**src/rtl/ctl_pkg.sv**
```systemverilog
package ctl_pkg;
    localparam int CTRL_W = 8;

    localparam int B_ACT   = 0;
    localparam int B_WARM  = 1;
    localparam int B_VSEL  = 2;
    localparam int B_PDOWN = 3;
    localparam int B_STOPH = 4;
    localparam int B_DIV_L = 5;
    localparam int B_DIV_H = 6;
    localparam int B_DEN   = 7;

    typedef enum logic [2:0] {
        ST_IDLE,
        ST_ADDR,
        ST_AACK,
        ST_DATA,
        ST_DACK,
        ST_HOLD
    } bus_st_e;
endpackage

```
**src/rtl/ctl_line_sync.sv**
```systemverilog
module ctl_line_sync #(
    parameter int STAGES = 2
) (
    input  logic clk,
    input  logic rst_n,
    input  logic scl_i,
    input  logic sda_i,
    output logic sda_o,
    output logic scl_rise_o,
    output logic scl_fall_o,
    output logic start_o,
    output logic stop_o
);
    localparam int CUR = STAGES - 1;
    localparam int PRV = STAGES;

    typedef struct packed {
        logic [STAGES:0] scl;
        logic [STAGES:0] sda;
    } sync_t;

    sync_t sync_d, sync_q;

    always_comb begin
        sync_d     = sync_q;
        sync_d.scl = {sync_q.scl[STAGES-1:0], scl_i};
        sync_d.sda = {sync_q.sda[STAGES-1:0], sda_i};
    end

    always_ff @(posedge clk or negedge rst_n) begin
        if (!rst_n) sync_q <= '1;
        else        sync_q <= sync_d;
    end

    assign sda_o      = sync_q.sda[CUR];
    assign scl_rise_o = sync_q.scl[CUR] & ~sync_q.scl[PRV];
    assign scl_fall_o = ~sync_q.scl[CUR] & sync_q.scl[PRV];
    assign start_o    = sync_q.scl[CUR] & sync_q.scl[PRV] & sync_q.sda[PRV] & ~sync_q.sda[CUR];
    assign stop_o     = sync_q.scl[CUR] & sync_q.scl[PRV] & ~sync_q.sda[PRV] & sync_q.sda[CUR];

    p_no_frame_edge_on_clock_move_r2: assert property (@(posedge clk) disable iff (!rst_n)
        (scl_rise_o || scl_fall_o) |-> !(start_o || stop_o));
endmodule

```
**src/rtl/ctl_bus_fsm.sv**
```systemverilog
module ctl_bus_fsm
    import ctl_pkg::*;
#(
    parameter logic [6:0] DEV_ADDR = 7'h24,
    parameter int         W        = 8
) (
    input  logic         clk,
    input  logic         rst_n,
    input  logic         sda_i,
    input  logic         scl_rise_i,
    input  logic         scl_fall_i,
    input  logic         start_i,
    input  logic         stop_i,
    output logic         sda_low_o,
    output logic         wr_en_o,
    output logic [W-1:0] wr_data_o
);
    localparam int             CNT_W = $clog2(W + 1);
    localparam logic [CNT_W-1:0] FULL = CNT_W'(W);
    localparam logic [W-1:0]   MATCH = {DEV_ADDR, 1'b0};

    typedef struct packed {
        bus_st_e          state;
        logic [CNT_W-1:0] cnt;
        logic [W-1:0]     shreg;
        logic             ack;
    } fsm_t;

    fsm_t f_d, f_q;
    logic wr_en;

    always_comb begin
        f_d   = f_q;
        wr_en = 1'b0;
        if (stop_i) begin
            f_d.state = ST_IDLE;
            f_d.ack   = 1'b0;
        end else if (start_i) begin
            f_d.state = ST_ADDR;
            f_d.cnt   = '0;
            f_d.ack   = 1'b0;
        end else begin
            unique case (f_q.state)
                ST_ADDR, ST_DATA: begin
                    if (scl_rise_i && f_q.cnt != FULL) begin
                        f_d.shreg = {f_q.shreg[W-2:0], sda_i};
                        f_d.cnt   = f_q.cnt + 1'b1;
                    end
                    if (scl_fall_i && f_q.cnt == FULL) begin
                        if (f_q.state == ST_DATA) begin
                            f_d.state = ST_DACK;
                            f_d.ack   = 1'b1;
                        end else if (f_q.shreg == MATCH) begin
                            f_d.state = ST_AACK;
                            f_d.ack   = 1'b1;
                        end else begin
                            f_d.state = ST_IDLE;
                        end
                    end
                end
                ST_AACK: begin
                    if (scl_fall_i) begin
                        f_d.state = ST_DATA;
                        f_d.cnt   = '0;
                        f_d.ack   = 1'b0;
                    end
                end
                ST_DACK: begin
                    if (scl_rise_i) wr_en = 1'b1;
                    if (scl_fall_i) begin
                        f_d.state = ST_HOLD;
                        f_d.ack   = 1'b0;
                    end
                end
                default: ;
            endcase
        end
    end

    always_ff @(posedge clk or negedge rst_n) begin
        if (!rst_n) f_q <= '{state: ST_IDLE, cnt: '0, shreg: '0, ack: 1'b0};
        else        f_q <= f_d;
    end

    assign sda_low_o = f_q.ack;
    assign wr_en_o   = wr_en;
    assign wr_data_o = f_q.shreg;

    p_ack_only_in_ack_phase_r3: assert property (@(posedge clk) disable iff (!rst_n)
        sda_low_o |-> (f_q.state == ST_AACK || f_q.state == ST_DACK));
    p_start_restarts_frame_r2: assert property (@(posedge clk) disable iff (!rst_n)
        (start_i && !stop_i) |=> (f_q.state == ST_ADDR && f_q.cnt == '0));
    p_commit_after_full_byte_r4: assert property (@(posedge clk) disable iff (!rst_n)
        wr_en_o |-> (f_q.cnt == FULL && sda_low_o));
    p_stop_releases_bus_r5: assert property (@(posedge clk) disable iff (!rst_n)
        stop_i |=> (f_q.state == ST_IDLE && !sda_low_o));
    p_hold_never_acks_r8: assert property (@(posedge clk) disable iff (!rst_n)
        (f_q.state == ST_HOLD && !start_i) |=> !sda_low_o);
endmodule

```
**src/rtl/ctl_reg_file.sv**
```systemverilog
module ctl_reg_file
    import ctl_pkg::*;
#(
    parameter int W = CTRL_W
) (
    input  logic         clk,
    input  logic         rst_n,
    input  logic         wr_en_i,
    input  logic [W-1:0] wr_data_i,
    input  logic         card_answer_i,
    input  logic         card_mute_i,
    input  logic         status_read_i,
    output logic [W-1:0] ctrl_o
);
    typedef struct packed {
        logic [W-1:0] ctrl;
        logic         pend;
    } reg_t;

    reg_t r_d, r_q;

    always_comb begin
        r_d = r_q;
        if (wr_en_i) begin
            r_d.ctrl = wr_data_i;
            r_d.pend = 1'b0;
        end else begin
            if ((card_answer_i || card_mute_i) && r_q.ctrl[B_WARM])
                r_d.pend = 1'b1;
            if (status_read_i && r_q.pend) begin
                r_d.ctrl[B_WARM] = 1'b0;
                r_d.pend         = 1'b0;
            end
        end
    end

    always_ff @(posedge clk or negedge rst_n) begin
        if (!rst_n) r_q <= '0;
        else        r_q <= r_d;
    end

    assign ctrl_o = r_q.ctrl;

    p_write_loads_byte_r4: assert property (@(posedge clk) disable iff (!rst_n)
        wr_en_i |=> ctrl_o == $past(wr_data_i));
    p_hold_without_write_r5: assert property (@(posedge clk) disable iff (!rst_n)
        !wr_en_i |=> ($stable(ctrl_o[W-1:2]) && $stable(ctrl_o[0])));
    p_warm_clear_needs_read_r7: assert property (@(posedge clk) disable iff (!rst_n)
        (ctrl_o[B_WARM] && !wr_en_i && !(status_read_i && r_q.pend)) |=> ctrl_o[B_WARM]);
endmodule

```
**src/rtl/ctl_byte_slave.sv**
```systemverilog
module ctl_byte_slave
    import ctl_pkg::*;
#(
    parameter logic [6:0] DEV_ADDR    = 7'h24,
    parameter int         SYNC_STAGES = 2
) (
    input  logic       clk,
    input  logic       rst_n,
    input  logic       scl_i,
    input  logic       sda_i,
    output logic       sda_pull_low_o,
    input  logic       card_answer_i,
    input  logic       card_mute_i,
    input  logic       status_read_i,
    output logic       act_req_o,
    output logic       warm_req_o,
    output logic       vsel_3v_o,
    output logic       pwr_down_o,
    output logic       clk_stop_high_o,
    output logic [1:0] clk_div_sel_o,
    output logic       data_en_o
);
    logic              sda_s, scl_rise, scl_fall, start_ev, stop_ev;
    logic              wr_en;
    logic [CTRL_W-1:0] wr_data, ctrl;

    ctl_line_sync #(.STAGES(SYNC_STAGES)) u_sync (
        .clk(clk), .rst_n(rst_n), .scl_i(scl_i), .sda_i(sda_i),
        .sda_o(sda_s), .scl_rise_o(scl_rise), .scl_fall_o(scl_fall),
        .start_o(start_ev), .stop_o(stop_ev)
    );

    ctl_bus_fsm #(.DEV_ADDR(DEV_ADDR), .W(CTRL_W)) u_fsm (
        .clk(clk), .rst_n(rst_n), .sda_i(sda_s), .scl_rise_i(scl_rise),
        .scl_fall_i(scl_fall), .start_i(start_ev), .stop_i(stop_ev),
        .sda_low_o(sda_pull_low_o), .wr_en_o(wr_en), .wr_data_o(wr_data)
    );

    ctl_reg_file #(.W(CTRL_W)) u_reg (
        .clk(clk), .rst_n(rst_n), .wr_en_i(wr_en), .wr_data_i(wr_data),
        .card_answer_i(card_answer_i), .card_mute_i(card_mute_i),
        .status_read_i(status_read_i), .ctrl_o(ctrl)
    );

    assign act_req_o       = ctrl[B_ACT];
    assign warm_req_o      = ctrl[B_WARM];
    assign vsel_3v_o       = ctrl[B_VSEL];
    assign pwr_down_o      = ctrl[B_PDOWN];
    assign clk_stop_high_o = ctrl[B_STOPH];
    assign clk_div_sel_o   = ctrl[B_DIV_H:B_DIV_L];
    assign data_en_o       = ctrl[B_DEN];

    p_reset_quiet_r1: assert property (@(posedge clk)
        !rst_n |=> (ctrl == '0 && !sda_pull_low_o));
endmodule

```
**config.mk**
```make
export PLATFORM = sky130hd
export DESIGN_NAME = ctl_byte_slave
export DESIGN_NICKNAME = d
export VERILOG_FILES = /design/src/rtl/ctl_pkg.sv /design/src/rtl/ctl_line_sync.sv /design/src/rtl/ctl_bus_fsm.sv /design/src/rtl/ctl_reg_file.sv /design/src/rtl/ctl_byte_slave.sv
export SDC_FILE = /design/constraint.sdc
export NUM_CORES = 1
export LEC_CHECK = 0
export ABC_CLOCK_PERIOD_IN_PS = 3200
export BUFFER_PORTS_ARGS = -buffer_cell sky130_fd_sc_hd__buf_4
export CAP_MARGIN = 0
export CORE_ASPECT_RATIO = 1.2
export CORE_MARGIN = 4
export CORE_UTILIZATION = 40
export CTS_BUF_LIST = sky130_fd_sc_hd__clkbuf_4 sky130_fd_sc_hd__clkbuf_8 sky130_fd_sc_hd__clkbuf_16
export DETAILED_ROUTE_END_ITERATION = 8
export MAX_ROUTING_LAYER = met4
export PLACE_DENSITY = 0.58
export SETUP_SLACK_MARGIN = 0.2
export SYNTH_ARGS = -nofsm -noshare
export SYNTH_HDL_FRONTEND = slang
export SYNTH_SLANG_ARGS = --single-unit
```
**constraint.sdc**
```tcl
create_clock -name clk -period 3.2 [get_ports clk]
set_input_delay 0.32 -clock clk [delete_from_list [all_inputs] [get_ports clk]]
set_output_delay 0.32 -clock clk [all_outputs]
set_load 0.02 [all_outputs]
```
==> results.json, run 1 <==
{
  "clk_pin_slew_ns": 0.06,
  "wire_per_inst_um": 14.4,
  "die_x_um": 61.7,
  "worst_slew_pin_slew_ns": 0.613,
  "place_hpwl_um": 1630,
  "crit_path_end_kind": "register",
  "finalClockSkew_ns": 0.00375,
  "cp_data_required_time_ns": 3.38,
  "yosysWarnings": 0,
  "synth_xor_area_frac": 0.0253,
  "synth_top_family_by_area": "multiplexers",
  "yosysUniqueCellTypes": 37,
  "drt_iter0_drc": 10,
  "globalplace.congestion": 0.840,
  "hold_buffers": 1,
  "cts_buffers": 5,
  "clock_path_buffers": 2,
  "yosys.area.top_type": "dfrtp_1",
  "gr-total-overflow": 0,
  "finalHoldViolCount": 0,
  "avgSynthCellArea_um2": 12.8,
  "cp.arrival_ns": 2.47,
  "cts.sinks": 31,
  "fin_setup_tns_ns": 0,
  "hold_path_class": "in -> reg",
  "wl_um": 2360,
  "start_util": 0.415,
  "post-route-min-period_ns": 2.29,
  "diodes": 0,
  "cp_max_fo": 15,
  "synth_top_area_share": 0.452,
  "area_delta_synth_final_pct": 16.9,
  "finalCritPeriodShare": 0.716,
  "synth_area_um2": 1380,
  "seq_area_frac_synth": 0.566,
  "h-tree-depth": 2,
  "dp.cells": 154,
  "vias": 882,
  "n_fill_cell": 300,
  "syn_inst": 108,
  "clock_latency_ns": 0.29,
  "grt_pass1_vias": 903,
  "path_class": "reg -> reg",
  "core_area_um2": 3340,
  "critPathLaunchType": "register",
  "synthSimpleGateAreaFrac": 0.122,
  "slew_headroom": 0.592,
  "grt_max_degree": 32,
  "rows": 23,
  "cts_tree": "yes",
  "peakVddDrop_mv": 0.324,
  "fin_nets": 134,
  "synth.area.top_cells": "dfrtp_1 (45%), dfstp_2 (11%), mux2_2 (7.3%), mux2_4 (5.4%), nand3_1 (2.2%)",
  "synth_seq_cells": 31,
  "drive_above_1_share": 0.357,
  "die_height_um": 72.4,
  "power_density_nw_per_um2": 520,
  "grt_pass1_wl_um": 4100,
  "synth_adder_area_share": 0.0181,
  "clock.fmax_ghz": 0.436,
  "cts-resized-gates": 0,
  "syn_nets": 117,
  "numPortBuffers": 15,
  "synthMuxAreaShare": 0.135,
  "die_area_um2": 4470,
  "synth-compound-area-share": 0.0922,
  "fin_cells": 163,
  "antenna_found_initial": 0,
  "io_pins": 16,
  "routed_via_density": 5.41,
  "grt_setup_unrepaired": "false",
  "cts_setup_buffers": 0,
  "setup_viol": 0,
  "leakagePower_nw": 0.792,
  "slew_violations": 0,
  "first_pass_iters": 4,
  "track_usage": 0.133,
  "drv_cap": 0,
  "status": "finished clean",
  "drc": 0,
  "cts_root_buf": "clkbuf_8",
  "ant_nets": 0
}
-- power breakdown --
group	internal, W	switching (W)	total [W]
clock	0.000204	0.000138	0.000343
combinational	0.0000318	0.0000302	0.0000620
sequential	0.000416	0.0000203	0.000437
-- metal layers --
metal,vias up,part of all wire,GRT usage
li1,417,-,-
met4,0,0.027,0.0708
met5,-,0,-
met1,442,0.41,0.137
met3,6,0.052,0.0534
met2,17,0.51,0.212
-- Yosys cell counts --
master	number
xor2_1	2
inv_1	5
o221ai_1	1
mux2_2	9
a22o_1	2
a311oi_1	1
ha_1	2
nor4b_1	2
mux2i_1	1
or4b_1	1
buf_2	1
a31oi_1	2
a21oi_1	1
o21ai_0	5
a211o_1	2
and2_4	1
nor3b_1	3
buf_4	2
and2_1	1
a21boi_0	1
a21o_1	1
nand4b_1	1
nor2_1	2
dfrtp_1	25
nor2b_1	2
o31a_1	1
mux2_4	5
buf_6	1
and3b_4	1
clkbuf_1	2
nand2_1	5
nand3_1	6
a41oi_1	1
or4_1	1
and3_1	1
dfstp_2	6
xnor2_1	2
-- critical path, stage by stage (launching register included) --
cell and delay (ns):
dfrtp_1 0.40, inv_1 0.06, ha_1 0.19, and3b_4 0.20
or4b_1 0.79, and2_4 0.28, a211o_1 0.28
-- metrics by stage --
step | hold WS [ns] | instance area (µm²) | total power (W) | util | setup WS (ns)
final | 0.140 | 1620 | 0.000841 | 0.485 | 0.908
after global placement | 0.267 | 1500 | 0.000503 | 0.451 | 0.957
after floorplan | 0.0244 | 1380 | 0.000476 | - | 1.26
after global routing | 0.134 | 1620 | 0.000875 | 0.485 | 0.780
after CTS | 0.130 | 1620 | 0.000854 | 0.485 | 0.900
after detailed placement | 0.271 | 1500 | 0.000505 | 0.451 | 0.906
-- logic make-up after synthesis --
group | after synthesis
DFF | 31
and+or+nand+nor | 27
AOI/OAI and AO/OA | 18
muxes | 15
buffers and inverters | 11
xor gates and xnor gates | 4
adders and majority gates | 2
-- final cells by class --
class	count	area [µm²]	share of cell area
timing repair buffer	16	123	0.0758
tap	37	46.3	0.0286
sequential	31	783	0.484
inverter	5	18.8	0.0116
clock buffer	8	104	0.0642
multi-input combinational	66	543	0.336
-- worst paths after layout --
| check | from | to | slack (ns) | cells past startpoint |
|---|---|---|---|---|
| hold reg to reg | u_sync.sync_d[1] | u_sync.sda_o | 0.36 | 0 |
| min in group asynchronous | rst_n | u_reg.ctrl_o[1] | 0.50 | 2 |
| setup reg to reg | u_fsm.f_q[9] | u_fsm.f_q[11] | 0.91 | 6 |
| hold / removal | scl_i | u_sync.sync_d[4] | 0.14 | 1 |
| setup / recovery | u_fsm.f_q[9] | u_fsm.f_q[11] | 0.91 | 6 |
| max in group asynchronous | rst_n | u_sync.sync_q[5] | 2.38 | 2 |
-- placed cells by master, fill, tap and decap left out, types with 2 or more instances in the layout --
cell / synthesis / routed
nand2_1: 5 / 5
nor3b_1: 3 / 3
a31oi_1: 2 / 2
a211o_1: 2 / 2
dfstp_2: 6 / 6
a22o_1: 2 / 2
mux2_4: 5 / 5
buf_4: 2 / 15
mux2_2: 9 / 9
xnor2_1: 2 / 2
xor2_1: 2 / 2
o21ai_0: 5 / 5
inv_1: 5 / 5
ha_1: 2 / 2
dfrtp_1: 25 / 25
nor2b_1: 2 / 2
nand3_1: 6 / 6
nor2_1: 2 / 2
nor4b_1: 2 / 2
clkbuf_8: 0 / 7
-- registers in the layout (all words and copies together) (netlist names) --
signal / cells
u_fsm.wr_data_o: 8
u_reg.ctrl_o: 8
u_fsm.f_q: 7
u_sync.sync_d: 3
u_sync.sync_q: 2
u_fsm.sda_low_o: 1
u_reg.r_q: 1
u_sync.sda_o: 1
Note: power is estimated with default switching activity, not from simulation.
==> run 2: changes to the inputs <==
--- a/config.mk
+++ b/config.mk
@@ -5,7 +5,7 @@
 export SDC_FILE = /design/constraint.sdc
 export NUM_CORES = 1
 export LEC_CHECK = 0
-export ABC_CLOCK_PERIOD_IN_PS = 3200
+export ABC_CLOCK_PERIOD_IN_PS = 2200
 export BUFFER_PORTS_ARGS = -buffer_cell sky130_fd_sc_hd__buf_4
 export CAP_MARGIN = 0
 export CORE_ASPECT_RATIO = 1.2
==> constraint.sdc (replaced) <==
create_clock -name clk -period 2.2 [get_ports clk]
set_input_delay 0.22 -clock clk [delete_from_list [all_inputs] [get_ports clk]]
set_output_delay 0.22 -clock clk [all_outputs]
set_load 0.02 [all_outputs]
==> run 2 against run 1 <==
Net effect: total power rose by 41%; global-route usage decreased by 0.26 points; via count grew 1.5%; wire length shrank 2.8%; combinational power is 65% higher; non-clock buffer count grew 3; critical path type unchanged; count of clock-buffer cells in the layout unchanged; critical endpoint unchanged; first-iteration DRC count rose to 2.6 times the previous value.
==> results.json, run 2 (synthesis results as in run 1) <==
{
  "hold_path_class": "in -> reg",
  "cts_root_buf": "clkbuf_8",
  "grt_max_degree": 32,
  "cp_data_required_time_ns": 2.35,
  "finalClockSkew_ns": 0.00743,
  "numPortBuffers": 15,
  "fin_total_pwr_w": 0.00118,
  "grt_pass1_vias": 929,
  "r2r-start": "u_fsm.f_q[10]",
  "wl_um": 2290,
  "io_pins": 16,
  "die_x_um": 61.7,
  "h-tree-depth": 2,
  "p_int_w": 0.000920,
  "start_util": 0.415,
  "finalCritPeriodShare": 0.874,
  "min_from": "scl_i",
  "drv_cap": 0,
  "finalHoldViolCount": 0,
  "clk_pin_slew_ns": 0.05,
  "clock_latency_ns": 0.28,
  "critPathLaunchType": "register",
  "gr-total-overflow": 0,
  "seqPwrFrac": 0.534,
  "leakagePower_nw": 0.805,
  "first_pass_iters": 4,
  "p_sw_w": 0.000263,
  "rows": 23,
  "drt_iter0_drc": 26,
  "setup_viol": 0,
  "die_height_um": 72.4,
  "grt_setup_unrepaired": "false",
  "ant_nets": 0,
  "swShare": 0.222,
  "area_delta_synth_final_pct": 18.2,
  "die_area_um2": 4470,
  "fin_setup_tns_ns": 0,
  "globalplace.congestion": 0.843,
  "slew_headroom": 0.680,
  "status": "finished clean",
  "antenna_found_initial": 0,
  "cp-startpoint": "u_fsm.f_q[10]",
  "clock_path_buffers": 2,
  "wire_per_inst_um": 13.8,
  "p_clk_frac": 0.380,
  "routed_via_density": 5.39,
  "drc": 0,
  "drive_above_1_share": 0.380,
  "cts_buffers": 5,
  "vias": 895,
  "final_core_util": 0.490,
  "fin_cells": 166,
  "clock.fmax_ghz": 0.520,
  "worst_slew_pin_slew_ns": 0.473,
  "power_density_nw_per_um2": 724,
  "path_class": "reg -> reg",
  "dp.cells": 155,
  "final_common_cell": "dfrtp_1",
  "cp_max_fo": 5,
  "final_cell_mix": "dfrtp_1 (25), buf_4 (17), mux2_2 (9)",
  "p_comb_frac": 0.086,
  "diodes": 0,
  "cts_tree": "yes",
  "place_hpwl_um": 1650,
  "post-route-min-period_ns": 1.92,
  "slew_violations": 0,
  "n_fill_cell": 310,
  "fin_nets": 137,
  "core_area_um2": 3340,
  "cp.arrival_ns": 2.08,
  "track_usage": 0.131,
  "grt_pass1_wl_um": 4130,
  "cts.sinks": 31,
  "peakVddDrop_mv": 0.410,
  "crit_path_end_kind": "register"
}
run 2: per-layer routing:
layer,track usage,part of all wire,up-vias,routed length [µm]
li1,-,-,424,-
met1,0.145,0.42,449,961
met2,0.206,0.51,16,1160
met3,0.0534,0.053,6,121
met4,0.0495,0.021,0,47
met5,-,0,-,0
run 2: power by group through the flow:
stage | Sequential, W | Combinational [W] | Clock (W)
6_report | 0.000632 | 0.000102 | 0.000450
2_1_floorplan | 0.000642 | 0.0000509 | 0
3_5_place_dp | 0.000644 | 0.0000919 | 0
5_1_grt | 0.000637 | 0.000116 | 0.000503
4_1_cts | 0.000634 | 0.0000941 | 0.000471
3_3_place_gp | 0.000642 | 0.0000889 | 0
run 2: final timing paths:
path	endpoint	slack [ns]	depth (start not counted)
hold / removal	u_sync.sync_d[4]	0.05	1
setup reg to reg	u_fsm.f_q[11]	0.28	6
hold reg to reg	u_sync.sync_d[5]	0.36	0
min in group asynchronous	u_fsm.wr_data_o[6]	0.41	2
max in group asynchronous	u_sync.sync_q[2]	1.47	2
setup / recovery	u_fsm.f_q[11]	0.28	6
run 2: layout make-up:
| type | count | area (µm²) | area share |
|---|---|---|---|
| Sequential cell | 31 | 783 | 0.479 |
| Tap cell | 37 | 46.3 | 0.0283 |
| Multi-Input combinational cell | 66 | 547 | 0.334 |
| Clock buffer | 8 | 91.3 | 0.0559 |
| Inverter | 5 | 18.8 | 0.0115 |
| Timing Repair Buffer | 19 | 149 | 0.0910 |
run 2: stage by stage:
stage	worst slack (ns)	cell area, µm²	hold WS, ns
final	0.278	1640	0.0504
after global routing	0.238	1640	0.0352
after CTS	0.210	1620	0.0386
after detailed placement	0.158	1510	0.175
after global placement	0.206	1510	0.169
after floorplan	0.256	1380	-0.0756
run 2: timing repair:
item / 4_1_cts / 5_1_grt
endpoints found under the hold margin: 25 / 0
setup buffers: 0 / 2
pin swaps: 0 / 0
endpoints found under the setup margin: 8 / 8
gates resized for setup: 1 / 1
hold buffers: 1 / 0
run 2: critical path, cell delays in order (launching register included):
cell	delay, ns
dfrtp_1	0.38
inv_1	0.06
ha_1	0.17
and3b_4	0.20
or4b_4	0.52
and2_4	0.17
a211o_1	0.30
==> run 3: changes to the inputs <==
--- a/config.mk
+++ b/config.mk
@@ -5,16 +5,16 @@
 export SDC_FILE = /design/constraint.sdc
 export NUM_CORES = 1
 export LEC_CHECK = 0
-export ABC_CLOCK_PERIOD_IN_PS = 2200
+export ABC_CLOCK_PERIOD_IN_PS = 1760
 export BUFFER_PORTS_ARGS = -buffer_cell sky130_fd_sc_hd__buf_4
 export CAP_MARGIN = 0
 export CORE_ASPECT_RATIO = 1.2
 export CORE_MARGIN = 4
-export CORE_UTILIZATION = 40
+export CORE_UTILIZATION = 50
 export CTS_BUF_LIST = sky130_fd_sc_hd__clkbuf_4 sky130_fd_sc_hd__clkbuf_8 sky130_fd_sc_hd__clkbuf_16
 export DETAILED_ROUTE_END_ITERATION = 8
 export MAX_ROUTING_LAYER = met4
-export PLACE_DENSITY = 0.58
+export PLACE_DENSITY = 0.73
 export SETUP_SLACK_MARGIN = 0.2
 export SYNTH_ARGS = -nofsm -noshare
 export SYNTH_HDL_FRONTEND = slang
==> constraint.sdc (replaced) <==
create_clock -name clk -period 1.76 [get_ports clk]
set_input_delay 0.176 -clock clk [delete_from_list [all_inputs] [get_ports clk]]
set_output_delay 0.176 -clock clk [all_outputs]
set_load 0.02 [all_outputs]
==> run 3 against run 2 <==
Net effect: the run now ends with setup timing left; design area up 6.0%; combinational power up 46%; sequential power up 25%; sequential cell count unchanged; first-iteration DRC count down 23%; critical path type unchanged; worst hold slack better by 0.10 ns; critical endpoint is now u_fsm.wr_data_o[6]; non-clock buffer count up 11; via count up 3.6%.
==> results.json, run 3 (synthesis results as in run 1) <==
{
  "routed_via_density": 5.36,
  "cp_data_required_time_ns": 1.98,
  "grt_setup_unrepaired": "true",
  "drv_cap": 0,
  "gr-total-overflow": 0,
  "cts_root_buf": "clkbuf_4",
  "cts.sinks": 31,
  "holdPathStages": 3,
  "post-route-min-period_ns": 1.83,
  "min_to": "u_reg.r_q[0]",
  "wl_um": 2570,
  "violations": "setup timing",
  "crit_path_end_kind": "register",
  "first_pass_iters": 4,
  "numPortBuffers": 15,
  "die_x_um": 56.0,
  "final_common_cell": "buf_4",
  "clock_latency_ns": 0.33,
  "r2r_end": "u_fsm.wr_data_o[6]",
  "critPathLaunchType": "register",
  "finalHoldViolCount": 0,
  "clk_pin_slew_ns": 0.09,
  "r2r-start": "u_fsm.f_q[10]",
  "cts_tree": "yes",
  "final_core_util": 0.666,
  "globalplace.congestion": 0.815,
  "worst-r2r-cell-count": 6,
  "slew_violations": 0,
  "fin_ws_ns": -0.0704,
  "fin_nets": 148,
  "cp.arrival_ns": 2.05,
  "path_class": "reg -> reg",
  "place_hpwl_um": 1780,
  "ant_nets": 0,
  "finalClockSkew_ns": 0.00701,
  "seq_area_um2": 783,
  "setup_viol": 8,
  "drt_iter0_drc": 20,
  "worstPathCellList": "inv_1 -> ha_2 -> and3b_4 -> or4b_4 -> buf_6 -> mux2_4",
  "cp_slowest_cell": "or4b_4",
  "fin_area_um2": 1730,
  "path_buf_inv": 2,
  "n_fill_cell": 209,
  "placed_cell_area_um2": 1590,
  "slowest_delay_ns": 0.50,
  "multiInputGateArea_um2": 582,
  "hold_path_class": "in -> reg",
  "cts_buffers": 5,
  "h-tree-depth": 2,
  "cts_setup_buffers": 0,
  "vias": 927,
  "drive_above_1_share": 0.471,
  "final_cell_mix": "buf_4 (26), dfrtp_1 (25), mux2_2 (9)",
  "antenna_found_initial": 0,
  "critical_path.top_delay_family": "simple AND/OR/NAND/NOR gates",
  "grt_pass1_vias": 944,
  "diodes": 0,
  "status": "finished with violations",
  "start_util": 0.532,
  "wire_per_inst_um": 14.8,
  "reg2reg_slack_ns": -0.07,
  "finalCritPeriodShare": 1.04,
  "die_area_um2": 3680,
  "clock_path_buffers": 2,
  "peakVddDrop_mv": 0.488,
  "min_from": "status_read_i",
  "cp_max_fo": 9,
  "io_pins": 16,
  "track_usage": 0.163,
  "die_height_um": 65.6,
  "grt_max_degree": 32,
  "drc": 0,
  "leakagePower_nw": 0.856,
  "rows": 20,
  "area_delta_synth_final_pct": 25.3,
  "clock.fmax_ghz": 0.546,
  "power_density_nw_per_um2": 816,
  "grt_pass1_wl_um": 4330,
  "core_area_um2": 2600,
  "worst_slew_pin_slew_ns": 0.384,
  "slew_headroom": 0.744
}
run 3: cell types whose count changed in the layout (fill, tap and decap cells not counted), sizes merged:
cell         delta
buf             +9
dlygate4sd3     +2
run 3: routing by layer:
| layer | wire length (µm) | GRT usage |
|---|---|---|
| met5 | 0 | - |
| met4 | 59 | 0.110 |
| met3 | 141 | 0.0432 |
| met2 | 1340 | 0.272 |
| met1 | 1030 | 0.167 |
run 3: worst max-delay path by stage:
stage	startpoint	depth (start not counted)	to
floorplan	u_fsm.f_q[9]	7	u_fsm.wr_data_o[1]
global placement	u_fsm.f_q[9]	6	u_fsm.wr_data_o[6]
detailed placement	u_fsm.f_q[10]	6	u_fsm.wr_data_o[1]
CTS	u_fsm.f_q[10]	6	u_fsm.wr_data_o[6]
global route	u_fsm.f_q[9]	6	u_fsm.wr_data_o[6]
finish	u_fsm.f_q[10]	6	u_fsm.wr_data_o[6]
run 3: final cells by class:
| type | count | share of cell area |
|---|---|---|
| well taps | 33 | 0.0238 |
| inverters | 5 | 0.0108 |
| clock buffers | 8 | 0.0418 |
| flip-flops and latches | 31 | 0.452 |
| multi-input cells | 66 | 0.335 |
| repair buffers | 30 | 0.136 |
run 3: power breakdown:
part           leakage (nW)  total (W)  switching, W  internal [W]
sequential            0.408   0.000788     0.0000325      0.000755
clock                0.0420   0.000479      0.000228      0.000250
combinational         0.406   0.000149     0.0000705     0.0000784
run 3: tightest hold or removal path, cell delays in order:
cell and delay, ns:
buf_4 0.08, mux2i_1 0.05, and2_1 0.14
run 3: stage by stage:
step	TNS [ns]	setup slack [ns]	instances	total power [W]	hold WS, ns
CTS	-0.432	-0.0715	173	0.00144	0.144
floorplan	-1.18	-0.174	108	0.000869	-0.120
global route	-0.877	-0.114	173	0.00149	0.162
global placement	-0.392	-0.0627	162	0.000931	0.123
detailed placement	-0.782	-0.120	162	0.000942	0.127
finish	-0.439	-0.0704	173	0.00142	0.155
run 3: what timing repair did:
action / in CTS / in global routing
hold buffers: 3 / 0
endpoints found under the hold margin: 27 / 0
endpoints found under the setup margin: 14 / 13
resized for setup: 6 / 2
pin swaps: 2 / 1
